`src/rtl/ctr_timebase.sv`:
```
module ctr_timebase #(
  parameter int CNT_W    = 16,
  parameter int DIV_SLOW = 12,
  parameter int DIV_FAST = 4,
  parameter int DIV_EXT  = 8
) (
  input  logic             clk,
  input  logic             rst_n,
  input  logic             wr_en,
  input  logic [7:0]       wr_data,
  output logic [7:0]       rd_data,
  input  logic             cpu_idle,
  input  logic             t0_ovf,
  input  logic             ext_cnt_in,
  input  logic             ext_clk_in,
  input  logic             ovf_clr,
  output logic [CNT_W-1:0] count_q,
  output logic             ovf_flag,
  output logic             irq,
  output logic             wdog_en,
  output logic             tick
);
  localparam int DIV_MAX = (DIV_SLOW > DIV_FAST) ? ((DIV_SLOW > DIV_EXT) ? DIV_SLOW : DIV_EXT)
                                                 : ((DIV_FAST > DIV_EXT) ? DIV_FAST : DIV_EXT);
  localparam int PRE_W = (DIV_MAX > 2) ? $clog2(DIV_MAX) : 1;

  logic       idle_hold, wd_lock, ovf_ie;
  logic [2:0] src;
  logic       accept;

  assign accept = wr_en && !wdog_en;

  always_ff @(posedge clk) begin
    if (!rst_n) begin
      idle_hold <= 1'b0;
      wdog_en   <= 1'b1;
      wd_lock   <= 1'b0;
      src       <= 3'd0;
      ovf_ie    <= 1'b0;
    end else if (wr_en) begin
      if (wdog_en) begin
        if (!wr_data[6] && !wd_lock) wdog_en <= 1'b0;
      end else begin
        idle_hold <= wr_data[7];
        wdog_en   <= wr_data[6];
        wd_lock   <= wd_lock | wr_data[5];
        src       <= wr_data[3:1];
        ovf_ie    <= wr_data[0];
      end
    end
  end

  assign rd_data = {idle_hold, wdog_en, wd_lock, 1'b0, src, ovf_ie};

  logic [2:0] cin_s, ckin_s;
  logic       cnt_fall, ck_rise;

  always_ff @(posedge clk) begin
    if (!rst_n) begin
      cin_s  <= 3'b000;
      ckin_s <= 3'b000;
    end else begin
      cin_s  <= {cin_s[1:0], ext_cnt_in};
      ckin_s <= {ckin_s[1:0], ext_clk_in};
    end
  end

  assign cnt_fall = cin_s[2] & ~cin_s[1];
  assign ck_rise  = ckin_s[1] & ~ckin_s[2];

  logic [PRE_W-1:0] pre, div_lim;
  logic             pre_adv, pre_hit;

  assign div_lim = (src == 3'd0) ? PRE_W'(DIV_SLOW - 1) :
                   (src == 3'd1) ? PRE_W'(DIV_FAST - 1) : PRE_W'(DIV_EXT - 1);
  assign pre_adv = (src == 3'd5) ? ck_rise : 1'b1;
  assign pre_hit = pre_adv && (pre == div_lim);

  always_ff @(posedge clk) begin
    if (!rst_n)                               pre <= '0;
    else if (accept && wr_data[3:1] != src)   pre <= '0;
    else if (pre_hit)                         pre <= '0;
    else if (pre_adv)                         pre <= pre + 1'b1;
  end

  logic raw;
  always_comb begin
    case (src)
      3'd0, 3'd1: raw = pre_hit;
      3'd2:       raw = t0_ovf;
      3'd3:       raw = cnt_fall;
      3'd4:       raw = 1'b1;
      3'd5:       raw = pre_hit;
      default:    raw = 1'b0;
    endcase
  end

  assign tick = raw && !(idle_hold && cpu_idle);

  always_ff @(posedge clk) begin
    if (!rst_n) begin
      count_q  <= '0;
      ovf_flag <= 1'b0;
    end else begin
      if (tick) count_q <= count_q + 1'b1;
      if (tick && &count_q) ovf_flag <= 1'b1;
      else if (ovf_clr)     ovf_flag <= 1'b0;
    end
  end

  assign irq = ovf_flag && ovf_ie;
endmodule


```
`config.mk`:
```
export PLATFORM = sky130hd
export DESIGN_NAME = ctr_timebase
export DESIGN_NICKNAME = d
export VERILOG_FILES = /design/src/rtl/ctr_timebase.sv
export SDC_FILE = /design/constraint.sdc
export NUM_CORES = 1
export LEC_CHECK = 0
export ABC_AREA = 1
export BUFFER_PORTS_ARGS = -buffer_cell sky130_fd_sc_hd__buf_4
export CORE_UTILIZATION = 50
export DETAILED_ROUTE_END_ITERATION = 10
export PLACE_DENSITY = 0.75
export SLEW_MARGIN = 10
export SYNTH_ARGS = -nofsm -noshare
export SYNTH_HDL_FRONTEND = slang
export SYNTH_SLANG_ARGS = --single-unit
```
`constraint.sdc`:
```
create_clock -name clk -period 2 [get_ports clk]
set_clock_uncertainty 0.15 [all_clocks]
set_input_delay 0.6 -clock clk [delete_from_list [all_inputs] [get_ports clk]]
set_output_delay 0.6 -clock clk [all_outputs]
set_load 0.02 [all_outputs]
```
# Word-level counts from Yosys, hierarchy flattened
# Cells that the tools add are included.
# totals
input_bits	16
word_cells	52
output_inout_bits	28
regBits	34
# classes
n_bitwise	7
n_eq_ne	7
addsub	2
n_reduce_logical	18
n_mux	8
# ops
operator	count
$add 16x1->16 const B	1
$reduce_and 16->1	1
$logic_and 1x1->1	8
$eq 3x2->1 const B	2
$eq 3x3->1 const B	2
$reduce_or 3->1	2
$mux 1	5
$add 4x1->4 const B	1
$eq 4x4->1	1
$logic_not 1->1	4
$mux 4	1
$not 1->1	4
$pmux 1 s4	1
$eq 3x1->1 const B	1
$logic_not 3->1	1
$mux 3	1
$ne 3x3->1	1
$and 1x1->1	2
$reduce_and 2->1	1
$reduce_bool 2->1	1
$or 1x1->1	1

# Logic depth before layout (Yosys ltp)
# depth
ltp_word	9
mapped_depth	11
mapped_depth_nobuf	10

# Least setup slack after synthesis
# No wires, ideal clock.
# synth_timing
path_type	input port to output port
from	input t0_ovf
to	output tick
t_arrival_ns	1.328
path_buffers	0
stages	6
setup_slack_ns	-0.078
required_ns	1.250
path_cell_list	nor2_1 nor2_1 nand2_1 a21boi_4 nand2_4 inv_1
# synth_via
elab_chain_cells	2
# synth_rtl
element	line_no	rtl
from (decl)	13	input logic t0_ovf,
$pmux 1 s4	88	case (src)
$logic_and 1x1->1	98	assign tick = raw && !(idle_hold && cpu_idle);
to (decl)	21	output logic tick
# Every way passes these cells.

# Worst setup path after layout
# layout_timing
from	register src[2]
to	output tick
# layout_via
elab_chain_cells	7
elab_cells_between_ends	14
cone_classes	6 x eq/ne; 4 x mux; 4 x reduce/logical
# layout_rtl
element	line_no	rtl
from (decl)	28	logic [2:0] src;
from (signal assigned)	47	src <= wr_data[3:1];
$eq 3x1->1	75, 88	
$mux 3	75	(src == 3'd1) ? PRE_W'(DIV_FAST - 1) : PRE_W'(DIV_EXT - 1);
$mux 4	74	assign div_lim = (src == 3'd0) ? PRE_W'(DIV_SLOW - 1) :
$eq 4x4->1	77	assign pre_hit = pre_adv && (pre == div_lim);
$logic_and 1x1->1	77	
$pmux 1 s4 *	88	
$logic_and 1x1->1 *	98	
# Mark *: on every way between the ends. The rest lies on a longest branch, timed or not.

==> results by group <==
Drt
  – Final routed wirelength across all metal layers: 4.19 mm
  – Post-route ant nets: 0
  – Routed length on met1: 2.00 mm
  – Met2 Wirelength: between 2 and 2.5 mm
  – Met3 routed WL: about 140 microns
  – Detailed router's first-iteration violation count: around 80
  – Total iterations of the first detailed-routing run: 4
  – Remaining routing DRC violations: 0
  – Number of vias per cell: a little under 5
  – Vias after detailed routing: ~1800
  – Wire length per cell after detailed routing: ~11 microns
  – Highest signal layer in the routed design: met4

CTS
  – Total CTS buffers: 5
  – Clk slew on worst S/H paths: 80 ps
  – Latest clock arrival within the worst-skew pair: between 200 and 300 ps
  – Bufs on Longest Clock Path: 2
  – Clock tree from TritonCTS: done
  – TritonCTS sink count: 34
  – Number of levels the H-tree was split into: 2
  – Buffer cell driving the clock tree root: sky130_fd_sc_hd__clkbuf_8

Pwr
  – Static Leakage: ~1.0 nW
  – Pwr per Cell Area: 613 nW/um^2
  – Peak VDD IR: approximately 560 uV
  – Sum of internal, switching and leakage power: ~1.5 mW

Yosys
  – Synthesized netlist net count: ~280
  – Avg Synthesized Cell Area: between 7 and 8 sq um
  – Number of storage elements in the synthesis netlist: 34
  – Part of the Yosys area used for sequential elements: 35.6%
  – Yosys warning count: 0
  – Area of the mapped netlist: around 1900 sq um
  – Cell count after synthesis: between 200 and 300
  – Count of different cell masters after synthesis: 29

Critical path
  – Highest-delay cell along the critical path: sky130_fd_sc_hd__dfxtp_4
  – Cell type group with the largest total delay on the critical path: simple AND/OR/NAND/NOR gates
  – Arrival time worst endpoint: 1380 ps
  – Crit Path Class: flop to primary output
  – Cells along the critical path: o21ai_2 -> nand2_2 -> nor2_4 -> nand2_4 -> nand2_4 -> nand2_4 -> clkinvlp_4 -> buf_6
  – Startpoint kind of the worst setup timing path: flop
  – Largest fanout of any net on the critical path: 6
  – Most Frequent Cell on Critical Path: sky130_fd_sc_hd__nand2_4
  – Critical Path Sink Type: primary output
  – Maximum single-stage delay on the critical path: between 300 and 400 ps
  – Buffering stage count on the worst path with inverters included: 2
  – Required arrival time at the worst endpoint: between 1000 and 1500 ps

STA
  – # setup viols final: 1
  – Final critical path time including I/O delays and setup: ~2100 ps
  – RSZ-0062 raised after global routing: true
  – Worst setup margin: -135 ps
  – Endpoints failing hold: 0
  – Total count of max-transition violations in the final report: 0
  – Max Clock Freq: about 0.47 GHz
  – Final period utilization: 107%

Global routing
  – Vias in the first global route: 1696
  – Number of antenna violations at the first check in global routing: 0
  – Total GRT Usage: a little under a quarter
  – Wire length of the first global-routing pass: around 7.6 mm
  – Maximum number of pins on one net before global-route repair: 17
  – Remaining global-route overflow: 0

Place
  – Number of port buffers: ~40
  – Routability-driven placement congestion ratio: 0.859
  – Detail Placement HPWL: 2.85 mm
  – Cell area reported after detailed placement: between 2000 and 2500 sq um

Floorplanning
  – Initial Util: between 50% and 60%
  – Std cell rows: 22
  – Floorplan die height: between 60 and 70 microns
  – Core Box Area: between 3000 and 4000 sq um
  – Chip Width: around 64 microns
  – Die Area: ~4000 sq um
  – Number of I/O pins: 44

Finish
  – Layout cell share with drive strength beyond 1: 35.2%
  – Antenna cells: 0
  – Leading cell types in the layout, fill and taps excluded: sky130_fd_sc_hd__buf_4 (55), sky130_fd_sc_hd__nand2_1 (53), sky130_fd_sc_hd__nor2_1 (29)
  – Post-layout nets: 335
  – Final non-filler cell area: about 2400 sq um
  – P&R area growth vs syn: 28.0%
  – Commonest non-fill, non-tap cell in the layout: sky130_fd_sc_hd__buf_4

Status
  – Failing checks: negative setup slack
  – Outcome: complete, but fails checks

Hold path
  – Min-Delay Path Class: flop to flop

Run
  – Max-capacitance violation count: 0
## timing repair
| item | in CTS | in global routing |
|---|---|---|
| endpoints found under the setup margin | 1 | 1 |
| hold buffers | 0 | 0 |
| setup buffers | 3 | 2 |
| resized for setup | 18 | 7 |
| pin swaps | 6 | 3 |
## registers in the layout (all words and copies together) (netlist names)
name	flops
cin_s	3
ckin_s	3
count_q	16
idle_hold	1
ovf_flag	1
ovf_ie	1
pre	4
src	3
wd_lock	1
wdog_en	1
## layout make-up
cell class | count | area, sq um
clock buffer | 6 | 82.6
clock inverter | 2 | 12.5
fill | 320 | 1210
inverter | 31 | 125
multi-input combinational | 189 | 1040
sequential | 34 | 698
tap | 48 | 60.1
timing repair buffer | 56 | 424
## Yosys cell counts (all sizes together)
library cell  count  area [sq um]
xor2              5          43.8
nor3b             1          7.51
a21boi            1          18.8
dfxtp            34           681
nand2            68           303
nand4             7          43.8
or2               2          12.5
o21ai            15          75.1
inv              31           116
nor2             33           141
xnor2             5          43.8
clkbuf            2          17.5
nand3b            1          7.51
a21oi            23           153
ha                2          25.0
conb              1          3.75
buf               9          83.8
nand3            25           135
## kinds of logic after synthesis
group                      after synthesis  synth area share [%]
AOI/OAI and AO/OA                       39                  12.9
xor gates and xnor gates                10                  4.58
adders and majority gates                2                  1.31
buffers and inverters                   42                  11.4
DFF                                     34                  35.6
other                                    1                 0.196
and+or+nand+nor                        137                  34.0
## final timing paths
kind,start,to,slack (ps),cells past startpoint
min,ckin_s[0],ckin_s[1],260,2
max,src[2],tick,-130,8
max reg2reg,count_q[0],ovf_flag,250,9
min reg2reg,ckin_s[0],ckin_s[1],260,2
## tightest hold or removal path, stage by stage, from the launching register on
cell	delay (ps)
sky130_fd_sc_hd__dfxtp_1	310
sky130_fd_sc_hd__nand2_1	40
sky130_fd_sc_hd__inv_1	40
## stage by stage
| stage | setup TNS, ps | worst slack (ps) | utilization [%] | std cells | hold slack [ps] |
|---|---|---|---|---|---|
| floorplan | -36.0 | -36.0 | - | 265 | 240 |
| global placement | -67.1 | -67.1 | 61.7 | 353 | 245 |
| detailed placement | -86.2 | -86.2 | 61.7 | 353 | 250 |
| CTS | -153 | -153 | 66.0 | 364 | 262 |
| global route | -208 | -208 | 66.8 | 366 | 281 |
| finish | -135 | -135 | 66.8 | 366 | 255 |
## layer usage
metal	vias up	global-route usage, %
met1	834	28.2
met2	29	40.0
met3	5	6.43
met4	0	7.10
li1	949	-
met5	-	0
## where the power goes
| part | leakage (nW) | internal [mW] | switching (mW) | total [mW] |
|---|---|---|---|---|
| Sequential | 0.280 | 0.700 | 0.0239 | 0.724 |
| Clock | 0.0472 | 0.277 | 0.256 | 0.532 |
| Combinational | 0.718 | 0.105 | 0.140 | 0.245 |
| Total | 1.05 | 1.08 | 0.420 | 1.50 |
(Power assumes the default switching activity.)
